$ cat src/rtl/rat_pkg.sv
package rat_pkg;
  parameter int NUM_ARCH = 8;
  parameter int TAG_BITS = 3;
  parameter int VAL_BITS = 16;
  localparam int IDX_BITS = $clog2(NUM_ARCH);

  typedef logic [IDX_BITS-1:0] arch_idx_t;
  typedef logic [TAG_BITS-1:0] tag_t;
  typedef logic [VAL_BITS-1:0] val_t;

  // a stored tag is matched only by a live broadcast of a nonzero tag
  function automatic logic tag_hit(input tag_t stored, input logic bv, input tag_t bt);
    return bv && (bt != '0) && (stored == bt);
  endfunction

  function automatic logic is_pending(input tag_t t);
    return t != '0;
  endfunction
endpackage

$ cat src/rtl/rat_tag_table.sv
module rat_tag_table
  import rat_pkg::*;
(
  input  logic                     clk,
  input  logic                     rst_n,
  input  logic                     rename_en,
  input  arch_idx_t                rename_reg,
  input  tag_t                     rename_tag,
  input  logic                     bcast_valid,
  input  tag_t                     bcast_tag,
  output tag_t [NUM_ARCH-1:0]      tags,
  output logic [NUM_ARCH-1:0]      bcast_hit
);
  logic [NUM_ARCH-1:0] rename_hit;

  for (genvar i = 0; i < NUM_ARCH; i++) begin : g_entry
    assign rename_hit[i] = rename_en && (rename_reg == arch_idx_t'(i));
    assign bcast_hit[i]  = tag_hit(tags[i], bcast_valid, bcast_tag);

    always_ff @(posedge clk) begin
      if (!rst_n)             tags[i] <= '0;
      else if (rename_hit[i]) tags[i] <= rename_tag;   // rename wins over clear
      else if (bcast_hit[i])  tags[i] <= '0;
    end

    a_r4_rename_lands: assert property (@(posedge clk) disable iff (!rst_n)
      rename_hit[i] |=> tags[i] == $past(rename_tag));
    a_r5_match_clears: assert property (@(posedge clk) disable iff (!rst_n)
      (bcast_hit[i] && !rename_hit[i]) |=> tags[i] == '0);
    a_r6_mismatch_keeps: assert property (@(posedge clk) disable iff (!rst_n)
      (!bcast_hit[i] && !rename_hit[i]) |=> $stable(tags[i]));
  end

  a_r4_tag_nonzero: assert property (@(posedge clk) disable iff (!rst_n)
    rename_en |-> is_pending(rename_tag));
endmodule

$ cat src/rtl/rat_value_file.sv
module rat_value_file
  import rat_pkg::*;
(
  input  logic                 clk,
  input  logic                 rst_n,
  input  logic [NUM_ARCH-1:0]  wr_mask,
  input  val_t                 wr_data,
  output val_t [NUM_ARCH-1:0]  vals
);
  for (genvar i = 0; i < NUM_ARCH; i++) begin : g_word
    // the value lands whenever the stored tag matched, even if renamed this cycle
    always_ff @(posedge clk) begin
      if (!rst_n)          vals[i] <= '0;
      else if (wr_mask[i]) vals[i] <= wr_data;
    end

    a_r5_value_written: assert property (@(posedge clk) disable iff (!rst_n)
      wr_mask[i] |=> vals[i] == $past(wr_data));
    a_r6_value_kept: assert property (@(posedge clk) disable iff (!rst_n)
      !wr_mask[i] |=> $stable(vals[i]));
  end
endmodule

$ cat src/rtl/rat_read_port.sv
module rat_read_port
  import rat_pkg::*;
(
  input  arch_idx_t              src_reg,
  input  tag_t [NUM_ARCH-1:0]    tags,
  input  val_t [NUM_ARCH-1:0]    vals,
  input  logic                   bcast_valid,
  input  tag_t                   bcast_tag,
  input  val_t                   bcast_value,
  output logic                   ready,
  output logic                   forwarded,
  output tag_t                   tag_out,
  output val_t                   value_out
);
  tag_t stored;
  assign stored    = tags[src_reg];
  assign forwarded = tag_hit(stored, bcast_valid, bcast_tag);

  always_comb begin
    if (!is_pending(stored)) begin
      ready = 1'b1; tag_out = '0; value_out = vals[src_reg];
    end else if (forwarded) begin
      ready = 1'b1; tag_out = '0; value_out = bcast_value;
    end else begin
      ready = 1'b0; tag_out = stored; value_out = '0;
    end
  end
endmodule

$ cat src/rtl/register_alias_table.sv
module register_alias_table
  import rat_pkg::*;
(
  input  logic                  clk,
  input  logic                  rst_n,
  input  logic                  rename_en,
  input  logic [IDX_BITS-1:0]   rename_reg,
  input  logic [TAG_BITS-1:0]   rename_tag,
  input  logic                  bcast_valid,
  input  logic [TAG_BITS-1:0]   bcast_tag,
  input  logic [VAL_BITS-1:0]   bcast_value,
  input  logic [IDX_BITS-1:0]   src_a_reg,
  input  logic [IDX_BITS-1:0]   src_b_reg,
  output logic                  src_a_ready,
  output logic [TAG_BITS-1:0]   src_a_tag,
  output logic [VAL_BITS-1:0]   src_a_value,
  output logic                  src_b_ready,
  output logic [TAG_BITS-1:0]   src_b_tag,
  output logic [VAL_BITS-1:0]   src_b_value
);
  localparam int NUM_SRC = 2;

  tag_t [NUM_ARCH-1:0] tags;
  val_t [NUM_ARCH-1:0] vals;
  logic [NUM_ARCH-1:0] bcast_hit;

  arch_idx_t  src_reg  [NUM_SRC];
  logic       src_rdy  [NUM_SRC];
  logic       src_fwd  [NUM_SRC];
  tag_t       src_tag  [NUM_SRC];
  val_t       src_val  [NUM_SRC];

  assign src_reg[0] = src_a_reg;
  assign src_reg[1] = src_b_reg;

  rat_tag_table u_tags (
    .clk(clk), .rst_n(rst_n),
    .rename_en(rename_en), .rename_reg(rename_reg), .rename_tag(rename_tag),
    .bcast_valid(bcast_valid), .bcast_tag(bcast_tag),
    .tags(tags), .bcast_hit(bcast_hit));

  rat_value_file u_vals (
    .clk(clk), .rst_n(rst_n),
    .wr_mask(bcast_hit), .wr_data(bcast_value), .vals(vals));

  for (genvar p = 0; p < NUM_SRC; p++) begin : g_port
    rat_read_port u_rd (
      .src_reg(src_reg[p]), .tags(tags), .vals(vals),
      .bcast_valid(bcast_valid), .bcast_tag(bcast_tag), .bcast_value(bcast_value),
      .ready(src_rdy[p]), .forwarded(src_fwd[p]),
      .tag_out(src_tag[p]), .value_out(src_val[p]));

    a_r7_forward_value: assert property (@(posedge clk) disable iff (!rst_n)
      src_fwd[p] |-> (src_rdy[p] && src_val[p] == bcast_value));
    a_r3_ready_vs_tag: assert property (@(posedge clk) disable iff (!rst_n)
      src_rdy[p] == (src_tag[p] == '0));
  end

  assign src_a_ready = src_rdy[0];
  assign src_a_tag   = src_tag[0];
  assign src_a_value = src_val[0];
  assign src_b_ready = src_rdy[1];
  assign src_b_tag   = src_tag[1];
  assign src_b_value = src_val[1];
endmodule

$ cat config.mk
export PLATFORM = sky130hd
export DESIGN_NAME = register_alias_table
export DESIGN_NICKNAME = d
export VERILOG_FILES = /design/src/rtl/rat_pkg.sv /design/src/rtl/rat_tag_table.sv /design/src/rtl/rat_value_file.sv /design/src/rtl/rat_read_port.sv /design/src/rtl/register_alias_table.sv
export SDC_FILE = /design/constraint.sdc
export NUM_CORES = 1
export LEC_CHECK = 0
export ABC_AREA = 1
export BUFFER_PORTS_ARGS = -buffer_cell sky130_fd_sc_hd__buf_2
export CAP_MARGIN = 20
export CORE_ASPECT_RATIO = 0.5
export CORE_MARGIN = 2
export CORE_UTILIZATION = 56
export DETAILED_ROUTE_END_ITERATION = 12
export GPL_TIMING_DRIVEN = 0
export MAX_ROUTING_LAYER = met4
export PLACE_DENSITY = 0.75
export SLEW_MARGIN = 10
export SYNTH_ARGS = -nofsm -noshare
export SYNTH_HDL_FRONTEND = slang
export SYNTH_SLANG_ARGS = --single-unit
$ cat constraint.sdc
create_clock -name clk -period 1.64 [get_ports clk]
set_input_delay 0.164 -clock clk [delete_from_list [all_inputs] [get_ports clk]]
set_output_delay 0.164 -clock clk [all_outputs]
set_load 0.05 [all_outputs]
==> qor.txt <==
WHS Endpoint: u_tags.tags[23]$_SDFFE_PN0P_
Failing checks: setup timing
Post-route antenna net violation count: 0
Post-route setup slack: -0.7050 ns
Synth Warn #: 0
Top-area cell type share of the netlist area: 33.60%
Pwr per Cell Area: 892.8 mW/mm^2
Worst R2R Setup Slack: -0.01 ns
Worst-path clk slew: 0.06 ns
Initial antenna violation count: 0
DRC viols: 0
Leading cell types by total area after synthesis: dfxtp_1 34%, a21oi_1 16%, o21ai_0 13%
Min-Delay Startpoint: rst_n
CP max stage cell: o21ai_0
Routed WL per cell: 22.11 um
CP cell instances: buf_4 > clkbuf_1 > buf_2 > a21oi_1 > o21ai_0 > a21oi_1 > o21ai_0 > nand2_4 > buf_8
Fin crit period: 2.345 ns
Total wire length: 39,250 um
Number of buffers created by CTS: 17
Final Hold Viols: 0
Max Slew Vio Count: 0
Max Freq: 426.4 MHz
Nets: 1,593
Starting Density: 58.00%
Flops & latches, synth: 152
Crit path DAT: 2.18 ns
Hold Path Depth: 3
Worst path max stage delay: 0.42 ns
Worst Setup End Kind: output port
Largest net degree at the start of global routing: 17
Syn Inst Count: 1,439
Fraction of layout instances using a drive strength above 1: 27.71%
Relative max-transition margin: 46.97%
Actual slew at the worst max-slew pin: 0.7954 ns
CTS Hold Bufs: 0
Seq/Total Area, Yosys: 33.60%
RSZ-0062 raised after global routing: true
Critical Path RT: 1.48 ns
Area leader, netlist: dfxtp_1
Min Hold Slack: 0.1716 ns
FF-to-FF Start: u_tags.tags[11]$_SDFFE_PN0P_
Placeable Area: 0.01562 mm^2
Via count: 11,380
Tcrit/Tclk final: 143.0%
Area Growth Syn to Fin: 31.12%
Gp weighted congestion: 1.008
Die height: 93.93 um
Vias in the first global route: 10,180
PortBufs: 52
Worst Reg-to-Reg Cells: 8
I/O pin cnt: 75
Grt ovf: 0
Total clock sinks: 152
VDD IR max: 0.0008038 V
Setup crit start: src_b_reg[1]
GRT Resource Usage Total: 44.91%
Drt first pass iters: 9
FF-to-FF End: u_vals.vals[48]$_SDFFE_PN0P_
CTS tree: done
Startpoint types: input pin
Vias per Instance: 6.409
Clock Path Buffers: 2
Worst-Skew Late Latency: 0.44 ns
Cell variety after synth: 25
Final Skew: 0.01106 ns
First-pass GRT wire length: 56,080 um
Synthesized area: 0.009057 mm^2
Mapped Nets: 1,474
Row count: 32
CP Max Fanout: 10
Status: finished, violations left
Total power: 10,600 uW
Die width: 183.9 um
Worst setup path class: input pin to output port
Setup violations, final: 41
H-Tree Level Count: 4
Root Buffer: clkbuf_16
Max_cap viols: 0
Post-DP HPWL: 26,070 um
Leakage power: 0.004498 uW
Hold Path Class: input pin to flip-flop
Mapped Avg Cell Area: 6.294 um^2
Initial drt markers: 1,617
DIE AREA: 0.01727 mm^2
[flip-flops by register name (all words and copies together), names as in the netlist]
| register | flops |
|---|---|
| u_vals.vals | 128 |
| u_tags.tags | 24 |
[area by class of cell]
cell class,count,area [um^2]
Inverter,152,585.6
Clock buffer,18,439.2
Multi-Input combinational cell,1010,5569
Antenna cell,1,2.502
Clock inverter,13,120.1
Sequential cell,152,3073
Fill cell,1207,3739
Timing Repair Buffer,102,1107
Tap cell,204,255.2
Buffer,123,724.4
[worst max-delay path, delay by kind of cell]
kind                   cells  cell delay (ns)
buffers and inverters      4             1.15
AO/OA/AOI/OAI              4             0.74
AND/OR/NAND/NOR            1             0.12
[power breakdown]
group          internal, uW  switching (uW)  total [uW]
Combinational           942            1850        2790
Clock                  2140            1770        3910
Sequential             3830            76.6        3900
Total                  6900            3700       10600
[cell usage in the layout (no fill, tap or decap), types with 3 or more instances in the layout]
master	Yosys	final
nand2_2	1	58
buf_2	38	42
buf_8	0	41
clkbuf_16	0	19
xor2_1	8	8
nand3_4	0	14
o21ai_0	243	230
dfxtp_2	0	24
buf_12	0	3
clkbuf_1	54	48
or2_0	12	12
nand2_4	0	7
inv_2	10	27
inv_6	0	3
clkinv_4	0	5
o21ai_2	0	3
buf_6	8	23
a21oi_1	297	289
a21oi_4	0	4
buf_1	7	5
nand2_1	174	110
inv_1	140	119
xnor2_1	5	5
clkbuf_4	0	4
or2_2	19	19
nor2_4	0	4
a21oi_2	0	4
nor2_1	118	116
buf_4	13	49
inv_4	0	3
nand3_1	76	5
o21ai_1	45	55
nand3_2	6	63
clkbuf_2	5	8
clkinv_2	0	4
dfxtp_1	152	128
[stage by stage]
| stage | utilization (%) | setup slack (ns) | cells | setup TNS, ns | area (um^2) |
|---|---|---|---|---|---|
| CTS | 71.85 | -0.5684 | 1755 | -21.13 | 11220 |
| global route | 76.04 | -0.7004 | 1774 | -26.28 | 11870 |
| floorplan | - | -0.05386 | 1439 | -0.6513 | 9128 |
| global placement | 61.75 | -0.6501 | 1695 | -27.80 | 9643 |
| detailed placement | 61.75 | -0.6568 | 1695 | -33.50 | 9643 |
| finish | 76.06 | -0.7050 | 1775 | -24.97 | 11880 |
[cell families after synthesis]
group | share of synthesized area [%]
AND/OR/NAND/NOR | 19.55
XOR/XNOR | 1.257
buffers and inverters | 13.28
flip-flops | 33.60
AO/OA/AOI/OAI | 32.33
[worst max path at each step]
| stage | to | slack, ns |
|---|---|---|
| global placement | src_a_value[12] | -0.65 |
| global route | src_b_value[0] | -0.70 |
| finish | src_b_value[0] | -0.71 |
| floorplan | src_b_tag[0] | -0.05 |
| detailed placement | src_a_value[12] | -0.66 |
| CTS | src_b_value[0] | -0.57 |
[layer usage]
layer	vias up	GRT usage [%]	routed length, um
met5	-	-	0
met4	0	18.13	1571
met3	186	13.14	6431
met2	924	66.73	16360
met1	5266	57.56	14880
li1	5000	-	-
[synth_stat cells (all sizes together)]
master  count
xor2        8
or2        32
a21oi     297
clkinv      2
buf        66
inv       150
clkbuf     59
dfxtp     152
nor2      120
xnor2       5
o21ai     288
nor3        3
nand3      82
nand2     175
[repair_timing]
item,in CTS,in global routing
setup endpoints to repair,53,121
pin swaps,52,66
gates cloned,6,3
setup buffers,23,19
gates resized for setup,243,160
(Power assumes the default switching activity.)
